## src/rtl/popcnt_pkg.sv

```systemverilog
package popcnt_pkg;

    parameter int DEF_WORD_W  = 64;
    parameter int DEF_NUM_SEG = 8;

    // Width that holds every value from 0 up to n inclusive.
    function automatic int cnt_width(input int n);
        return $clog2(n + 1);
    endfunction

    // Slice count must be a power of two that divides the word width.
    function automatic bit geom_ok(input int n, input int d);
        return (d > 0) && ((d & (d - 1)) == 0) && ((n % d) == 0);
    endfunction

endpackage

```

## src/rtl/popcnt_seg_cnt.sv

```systemverilog
module popcnt_seg_cnt #(
    parameter int SEG_W = 8,
    parameter int CNT_W = 7
) (
    input  logic [SEG_W-1:0] seg_bits,
    output logic [CNT_W-1:0] seg_ones
);

    always_comb begin
        seg_ones = '0;
        for (int k = 0; k < SEG_W; k++) begin
            seg_ones = seg_ones + CNT_W'(seg_bits[k]);
        end
    end

endmodule

```

## src/rtl/popcnt_add_tree.sv

```systemverilog
module popcnt_add_tree #(
    parameter int NUM_LEAF = 8,
    parameter int CNT_W    = 7
) (
    input  logic [NUM_LEAF*CNT_W-1:0] leaves,
    output logic [CNT_W-1:0]          total
);

    localparam int LVLS = $clog2(NUM_LEAF);

    // Every level uses the same adder width: the full-count width.
    for (genvar l = 0; l <= LVLS; l++) begin : g_lvl
        logic [CNT_W-1:0] node [NUM_LEAF >> l];
        if (l == 0) begin : g_leaf
            for (genvar i = 0; i < NUM_LEAF; i++) begin : g_in
                assign node[i] = leaves[i*CNT_W +: CNT_W];
            end
        end else begin : g_add
            for (genvar i = 0; i < (NUM_LEAF >> l); i++) begin : g_sum
                assign node[i] = g_lvl[l-1].node[2*i] + g_lvl[l-1].node[2*i+1];
            end
        end
    end

    assign total = g_lvl[LVLS].node[0];

endmodule

```

## src/rtl/popcnt_seg.sv

```systemverilog
module popcnt_seg #(
    parameter int WORD_W  = popcnt_pkg::DEF_WORD_W,
    parameter int NUM_SEG = popcnt_pkg::DEF_NUM_SEG
) (
    input  logic                                      clk,
    input  logic                                      rst,
    input  logic                                      in_vld,
    input  logic [WORD_W-1:0]                         in_word,
    output logic                                      cnt_vld,
    output logic [popcnt_pkg::cnt_width(WORD_W)-1:0]  cnt
);

    localparam int SEG_W = WORD_W / NUM_SEG;
    localparam int CNT_W = popcnt_pkg::cnt_width(WORD_W);

    typedef struct packed {
        logic              vld;
        logic [WORD_W-1:0] word;
    } cap_t;

    typedef struct packed {
        logic             vld;
        logic [CNT_W-1:0] ones;
    } res_t;

    cap_t                   cap_q;
    res_t                   res_q;
    logic [NUM_SEG*CNT_W-1:0] seg_flat;
    logic [CNT_W-1:0]       tree_sum;

    // Capture (delay) stage.
    always_ff @(posedge clk) begin
        if (rst) begin
            cap_q <= '0;
        end else begin
            cap_q.vld <= in_vld;
            if (in_vld) begin
                cap_q.word <= in_word;
            end
        end
    end

    // Parallel slice counters.
    for (genvar s = 0; s < NUM_SEG; s++) begin : g_seg
        popcnt_seg_cnt #(
            .SEG_W (SEG_W),
            .CNT_W (CNT_W)
        ) u_cnt (
            .seg_bits (cap_q.word[s*SEG_W +: SEG_W]),
            .seg_ones (seg_flat[s*CNT_W +: CNT_W])
        );
    end

    popcnt_add_tree #(
        .NUM_LEAF (NUM_SEG),
        .CNT_W    (CNT_W)
    ) u_tree (
        .leaves (seg_flat),
        .total  (tree_sum)
    );

    // Result stage: count is held while no valid word passes.
    always_ff @(posedge clk) begin
        if (rst) begin
            res_q <= '0;
        end else begin
            res_q.vld <= cap_q.vld;
            if (cap_q.vld) begin
                res_q.ones <= tree_sum;
            end
        end
    end

    assign cnt_vld = res_q.vld;
    assign cnt     = res_q.ones;

endmodule

```

## config.mk

```make
export PLATFORM = sky130hd
export DESIGN_NAME = popcnt_seg
export DESIGN_NICKNAME = d
export VERILOG_FILES = /design/src/rtl/popcnt_pkg.sv /design/src/rtl/popcnt_seg_cnt.sv /design/src/rtl/popcnt_add_tree.sv /design/src/rtl/popcnt_seg.sv
export SDC_FILE = /design/constraint.sdc
export NUM_CORES = 1
export LEC_CHECK = 0
export BUFFER_PORTS_ARGS = -buffer_cell sky130_fd_sc_hd__buf_2
export CORE_MARGIN = 3
export CORE_UTILIZATION = 60
export CTS_CLUSTER_SIZE = 40
export DETAILED_ROUTE_END_ITERATION = 12
export PLACE_DENSITY = 0.84
export REMOVE_ABC_BUFFERS = 1
export SYNTH_ARGS = -nofsm -noshare
export SYNTH_HDL_FRONTEND = slang
export SYNTH_SLANG_ARGS = --single-unit
export TNS_END_PERCENT = 20
```

## constraint.sdc

```tcl
create_clock -name clk -period 18.9 [get_ports clk]
set_clock_uncertainty 0.1 [all_clocks]
set_input_delay 0.945 -clock clk [delete_from_list [all_inputs] [get_ports clk]]
set_output_delay 0.945 -clock clk [all_outputs]
set_load 0.05 [all_outputs]
```

# Yosys cells after proc, flatten, opt, wreduce, memory -nomap -nowiden
# Cells that the tools add are included.
dict set report word_totals {
  register_bits 73
  in_bits 67
  output_inout_bits 8
}
dict set report op_classes {
  add_sub_neg 63
}
# cell n
set op_table {}
lappend op_table {{$add 7x1->7} 48}
lappend op_table {{$add 7x7->7} 7}
lappend op_table {{$add 1x1->2} 8}

# Logic depth before layout (Yosys ltp)
# Gate-level depths: netlist of the first run.
dict set report logic_depth {
  word_depth 10
  depth_mapped 21
}

# Cells and area by module
# A second synthesis of the first run with hierarchy kept.
dict set report unflattened {
  hier_cells 551
  hier_area_um2 5363.9
}
# module n_inst cells_each area_per_inst_um2 seq_area_each_um2
set by_module_without_submodules {}
lappend by_module_without_submodules {popcnt_seg 1 233 2582.5 1461.4}
lappend by_module_without_submodules {popcnt_seg_cnt 8 25 205.2 0.0}
lappend by_module_without_submodules {popcnt_add_tree 1 118 1139.8 0.0}

# Worst setup path before layout of the first run
# OpenSTA, ideal clock, no wires.
dict set report synth_timing {
  kind {flip-flop to flip-flop}
  start {reg cap_q[0] (netlist bit)}
  end {reg res_q (netlist bit cnt[6])}
  setup_time_ns 0.119
  t_arrival_ns 5.839
  t_required_ns 18.681
  slack_ns 12.842
  path_stages_with_launch 19
  n_path_buf 0
  path_cell_list {dfxtp_1 -> ha_1 -> inv_1 -> fa_1 -> fa_1 -> fa_1 -> fa_1 -> fa_1 -> inv_1 -> fa_1 -> fa_1 -> inv_1 -> fa_1 -> inv_1 -> ha_1 -> fa_1 -> a211oi_2 -> o2111a_1 -> nor3_1}
}
dict set report synth_between {
  elab_chain_len 10
}
# element line
set synth_lines {}
lappend synth_lines {{from (decl)} popcnt_seg.sv:26} ;# cap_t cap_q;
lappend synth_lines {{$add 1x1->2} popcnt_seg_cnt.sv:12} ;# seg_ones = seg_ones + CNT_W'(seg_bits[k]);
lappend synth_lines {{$add 7x1->7 (6 in a row)} popcnt_seg_cnt.sv:12}
lappend synth_lines {{$add 7x7->7 (3 in a row)} popcnt_add_tree.sv:20} ;# assign node[i] = g_lvl[l-1].node[2*i] + g_lvl[l-1].node[2*i+1];
lappend synth_lines {{to (decl)} popcnt_seg.sv:27} ;# res_t res_q;
# No other way between the ends.
# A chain may end at the register's enable or synchronous reset.

# Worst setup path after layout of the first run
dict set report layout_timing {
  start {reg cap_q[0] (netlist bit)}
  end {reg res_q (netlist bit cnt[4])}
}
# Same word-level chain as after synthesis.

==> out/summary.txt, run 1 <==
Worst r2r src = cap_q[0]$_SDFFE_PP0P_
NetSw = 0.394 mW
Top achievable clock speed = 159 MHz
Total congestion overflow = 0
Post-CTS resize count = 0
Most frequent cells in the layout = inv_1, dfxtp_1, buf_2, nor2_1, mux2i_1
Max Slew Vio Count = 0
Unrepaired setup endpoints after global routing = false
Mean routed wirelength per cell = 13.1 um
Hold Crit Start = cnt[2]$_SDFFE_PP0P_
Die W = 92.3 um
Flop2flop setup slack = 12620 ps
Antenna viol nets, final = 0
# hold bufs at CTS = 0
Startpoint Class = flop
Fraction of layout cells with a size suffix above 1 = 17.6%
Pwr Density = 171 mW/mm2
Number of synthesis warnings = 0
Max clock buf depth = 2
Worst-Margin Slew = 1090 ps
Post CTS Setup Buffer Count = 0
Synth area leader = dfxtp_1
Post-layout min period = 6280 ps
Area grow syn2layout = 13.4%
Setup TNS Final = 0 ps
Crit Path Class = flop to flop
Final setup viols = 0
Routability Congestion = 0.814
Hpwl dp = 5890 um
Core Rows = 30
Worst hold-check path type = flop to flop
Via count = 2977
Design internal power = 0.474 mW
TritonRoute pass-1 iters = 4
Total CTS buffers = 9
Sw Share = 45.4%
Worst Hold Path EP = cnt[2]$_SDFFE_PP0P_
CP max FO = 4
Max-slew headroom = 27.5%
Register-to-Register Path Depth = 18
Vias per cell = 4.94
Port buffer count = 74
Dpl cells = 587
Flip-flop and latch count after synthesis = 73
Final WL = 7890 um
Hold depth = 2
Clk pin slew, worst setup/hold paths = 70 ps
Post-Syn Area per Cell = 10.3 um2
Comb power frac = 66.3%
Die height = 92.3 um
Initial Utilization = 63.7%
Clock power frac = 13.8%
Vias in the first global route = 3105
Clock root buffer = clkbuf_8
Fill count = 553
Dpl cell area = 0.00488 mm2
Top cell type's share of synthesized area = 32.7%
Tcrit/Tclk final = 33.2%
R2R Path End = cnt[4]$_SDFFE_PP0P_
Synth area leaders = dfxtp_1, fa_1, mux2i_1, inv_1, ha_1
N_diodes = 0
Initial antenna violation count = 0
Register area share after synthesis = 32.7%
Leakage = 2.62 nW
Status = finished clean
Global-route wire length before repair = 13700 um
Cell variety after synth = 24
Critical Path End Type = flop
DRT iter0 DRCs = 88
Non-Filler Instances = 603
Post-Layout Inst Area = 0.00507 mm2
Flop pwr share = 19.9%
Worst-Skew Late Latency = 340 ps
Cell count after synthesis = 432
Total track usage = 20.2%
Ports = 75
Die area = 0.00852 mm2
Residual DRC = 0
Hold Vio Cnt, Final = 0
CTS sink cnt = 73
Fin nets = 651
H-tree levels = 3
Cell area after synthesis = 0.00447 mm2
WP data arrival = 6380 ps
Maximum number of pins on one net before global-route repair = 75
Core footprint = 0.00702 mm2
Worst endpoint required time = 19000 ps
Commonest non-fill, non-tap cell in the layout = inv_1
Clock tree from TritonCTS = done
Max_cap viols = 0
Max rail drop VDD = 0.132 mV
==> worst max-delay path by stage <==
stage / from / to / slack [ps] / cells past startpoint
finish: cap_q[0]$_SDFFE_PP0P_ / cnt[4]$_SDFFE_PP0P_ / 12620 / 18
global route: cap_q[0]$_SDFFE_PP0P_ / cnt[4]$_SDFFE_PP0P_ / 12390 / 18
floorplan: cap_q[0]$_SDFFE_PP0P_ / cnt[6]$_SDFFE_PP0P_ / 12840 / 18
detailed placement: cap_q[1]$_SDFFE_PP0P_ / cnt[6]$_SDFFE_PP0P_ / 12600 / 18
global placement: cap_q[0]$_SDFFE_PP0P_ / cnt[6]$_SDFFE_PP0P_ / 12690 / 18
CTS: cap_q[0]$_SDFFE_PP0P_ / cnt[4]$_SDFFE_PP0P_ / 12580 / 18
==> layout make-up <==
class	count	area (um2)	area share [%]
multi-input cells	245	2550	50.3
clock inverters	3	40.0	0.790
flip-flops and latches	73	1460	28.8
clock buffers	13	149	2.94
inverters	98	368	7.26
repair buffers	75	380	7.51
well taps	96	120	2.37
==> registers in the layout (all words and copies together), names as in the netlist <==
name,flops
cnt_vld,1
cap_q,65
cnt,7
==> routing by layer <==
metal | vias up | global-route usage (%) | wire, um
met1 | 1428 | 25.1 | 3410
met5 | - | 0 | 0
met2 | 56 | 34.7 | 4050
met4 | 0 | 8.42 | 157
li1 | 1477 | - | -
met3 | 16 | 3.49 | 268
==> worst max-delay path: stages (launching register included) <==
cell and delay, ps:
dfxtp_1 320, ha_1 270, inv_1 50, fa_1 560
fa_1 450, fa_1 550, fa_1 450, fa_1 520
inv_1 50, fa_1 470, fa_1 510, inv_1 50
fa_1 490, inv_1 50, ha_1 220, fa_1 420
a211oi_2 340, or4_1 170, o311ai_1 80
==> power groups by stage <==
| stage | Combinational [mW] | Sequential, mW | Clock (mW) |
|---|---|---|---|
| 2_1_floorplan | 0.436 | 0.183 | 0 |
| 3_5_place_dp | 0.568 | 0.176 | 0 |
| 5_1_grt | 0.656 | 0.174 | 0.130 |
| 4_1_cts | 0.587 | 0.173 | 0.123 |
| 3_3_place_gp | 0.541 | 0.175 | 0 |
| 6_report | 0.576 | 0.172 | 0.120 |
==> metrics by stage <==
step / setup WS (ps) / utilization, % / power [mW] / hold WS (ps)
3_5_place_dp: 12600 / 69.5 / 0.744 / 377
3_3_place_gp: 12690 / 69.5 / 0.717 / 372
5_1_grt: 12390 / 72.2 / 0.959 / 403
4_1_cts: 12580 / 72.2 / 0.882 / 386
6_report: 12620 / 72.2 / 0.868 / 385
2_1_floorplan: 12840 / - / 0.619 / 360
==> Yosys cell counts <==
master / n
a211oi_2: 1
nor2b_1: 2
fa_1: 53
a21oi_1: 2
o2111ai_1: 2
nand2b_1: 2
ha_1: 29
o2111a_1: 2
xnor2_1: 1
o221ai_1: 2
buf_4: 7
a211oi_1: 2
nor3_1: 4
o311ai_0: 1
o211ai_1: 2
buf_2: 4
nor2_1: 69
nand2_1: 2
clkbuf_1: 5
or4_1: 2
dfxtp_1: 73
mux2i_1: 66
o311ai_1: 1
inv_1: 98
==> cell families after synthesis <==
family | share of synthesized area, %
AND/OR/NAND/NOR | 7.31
AO/OA/AOI/OAI | 2.86
adder cells (fa/ha/maj) | 31.9
XOR/XNOR | 0.196
multiplexers | 14.8
buffers and inverters | 10.3
flip-flops | 32.7
No activity file was read; power rests on OpenSTA's default activity.
==> run 2, diff against run 1 <==
- CORE_UTILIZATION: 60 -> 51
- PLACE_DENSITY: 0.84 -> 0.76
- clock period: 18.9 -> 5.23 ns (I/O delays scaled with it)
==> out/summary.txt, run 2 (same netlist as run 1, synthesis figures left out) <==
Sw Share = 41.3%
R2R Path End = cnt[4]$_SDFFE_PP0P_
DRT iter0 DRCs = 82
Hold depth = 3
Most frequent cells in the layout = inv_1, buf_2, dfxtp_1, nor2_1, mux2i_1
H-tree levels = 3
Worst-Margin Slew = 1070 ps
Routability Congestion = 0.785
NetSw = 1.75 mW
Vias in the first global route = 3317
WP data arrival = 6190 ps
Fraction of layout cells with a size suffix above 1 = 22.2%
Clock tree from TritonCTS = done
Flop pwr share = 14.7%
Worst r2r src = cap_q[24]$_SDFFE_PP0P_
Met2 routed WL = 4370 um
Largest register FFs = 65
Unrepaired setup endpoints after global routing = true
Pwr Density = 798 mW/mm2
Register-to-Register Path Depth = 18
Routed metal-1 wirelength = 3570 um
Ports = 75
Total CTS buffers = 9
Critical Path Source = cap_q[24]$_SDFFE_PP0P_
Max Slew Vio Count = 0
Die height = 99.6 um
Top Layer Used = met4
Clk pin slew, worst setup/hold paths = 80 ps
Initial Utilization = 53.3%
Reg with most FFs = cap_q
Dpl ws = -1120 ps
Design internal power = 2.48 mW
Maximum number of pins on one net before global-route repair = 75
Mean routed wirelength per cell = 13.5 um
Clock power frac = 13.1%
Final WL = 8420 um
Leakage = 2.70 nW
Worst endpoint required time = 5340 ps
Crit Path Class = flop to flop
Dpl cell area = 0.00497 mm2
Fill count = 714
Post-layout min period = 6080 ps
Area grow syn2layout = 18.6%
Via count = 3026
Tcrit/Tclk final = 116%
Commonest non-fill, non-tap cell in the layout = inv_1
# hold bufs at CTS = 0
Global-route wire length before repair = 15000 um
Failing checks = negative setup slack
TritonRoute pass-1 iters = 4
Residual DRC = 0
Core Rows = 33
Max-slew headroom = 28.8%
Die area = 0.00992 mm2
Met3 WL = 306 um
Fin nets = 663
Flop2flop setup slack = -850 ps
Dpl cells = 607
Setup WS post-layout = -854 ps
Critical Path End Type = flop
Post-Layout Inst Area = 0.00530 mm2
Startpoint Class = flop
Antenna viol nets, final = 0
Die W = 99.6 um
Max clock buf depth = 2
Final setup viols = 7
Hold Crit Start = in_word[55]
Final core occ = 63.2%
Clock root buffer = clkbuf_8
Port buffer count = 74
Vias per cell = 4.85
N_diodes = 0
Core footprint = 0.00838 mm2
Total track usage = 19.1%
Hpwl dp = 6130 um
Status = complete, but fails checks
Hold Vio Cnt, Final = 0
Worst hold-check path type = input port to flop
CP max FO = 4
Worst-Skew Late Latency = 350 ps
Top achievable clock speed = 164 MHz
Non-Filler Instances = 624
CTS sink cnt = 73
Max rail drop VDD = 0.734 mV
Worst Hold Path EP = cap_q[55]$_SDFFE_PP0P_
Comb power frac = 72.2%
Initial antenna violation count = 0
Max_cap viols = 0
Total congestion overflow = 0
==> run 2: cell count changes in the layout (fill, tap and decap cells not counted), sizes merged <==
cell / before / now
bufinv: 1 / 3
clkinv: 2 / 1
clkbuf: 13 / 12
buf: 75 / 87
==> run 2: repair_timing <==
| action | in CTS | in global routing |
|---|---|---|
| pin swaps | 15 | 3 |
| gates cloned | 0 | 0 |
| endpoints found under the setup margin | 7 | 7 |
| gates resized for setup | 9 | 5 |
| buffers inserted | 1 | 0 |
==> run 2: per-layer routing <==
metal  GRT usage, %  up-vias
li1               -     1493
met3           3.30       14
met5              0        -
met1           23.6     1463
met4           8.19        0
met2           32.8       56
==> run 2: final cells by class <==
type,instances,area (um2),area share (%)
Multi-Input combinational cell,245,2610,49.3
Sequential cell,73,1460,27.6
Timing Repair Buffer,87,470,8.88
Inverter,98,368,6.94
Clock inverter,4,98.8,1.86
Tap cell,105,131,2.48
Clock buffer,12,155,2.93
==> run 2: power by group through the flow <==
stage | combinational, mW | sequential (mW) | clock (mW)
4_1_cts | 2.68 | 0.624 | 0.569
3_5_place_dp | 2.44 | 0.636 | 0
5_1_grt | 3.36 | 0.630 | 0.591
2_1_floorplan | 1.58 | 0.660 | 0
6_report | 3.05 | 0.624 | 0.554
3_3_place_gp | 2.35 | 0.634 | 0
==> run 2: stage by stage <==
| step | setup TNS (ps) | hold slack (ps) | power [mW] |
|---|---|---|---|
| floorplan | -3770 | 233 | 2.24 |
| global placement | -4970 | 374 | 2.99 |
| detailed placement | -5790 | 382 | 3.08 |
| CTS | -4840 | 33.2 | 3.87 |
| global route | -5920 | 50.7 | 4.58 |
| finish | -4430 | 43.4 | 4.23 |
==> run 2: how the worst max path moves through the flow <==
stage	to	slack [ps]	depth (start not counted)
after floorplan	cnt[6]$_SDFFE_PP0P_	-830	18
after global placement	cnt[6]$_SDFFE_PP0P_	-990	18
after detailed placement	cnt[6]$_SDFFE_PP0P_	-1120	18
after CTS	cnt[4]$_SDFFE_PP0P_	-850	18
after global routing	cnt[4]$_SDFFE_PP0P_	-1100	18
final	cnt[4]$_SDFFE_PP0P_	-850	18
==> run 2: critical path: stages, from the launching register on <==
cell and delay, ps:
dfxtp_2 340, ha_4 260, inv_2 30, fa_1 510, fa_1 580, fa_1 430
fa_1 490, fa_1 570, inv_2 40, fa_1 450, fa_1 490, inv_1 40
fa_1 490, inv_2 50, ha_4 160, fa_2 390, a211oi_4 280, or4_1 150
o311ai_1 90
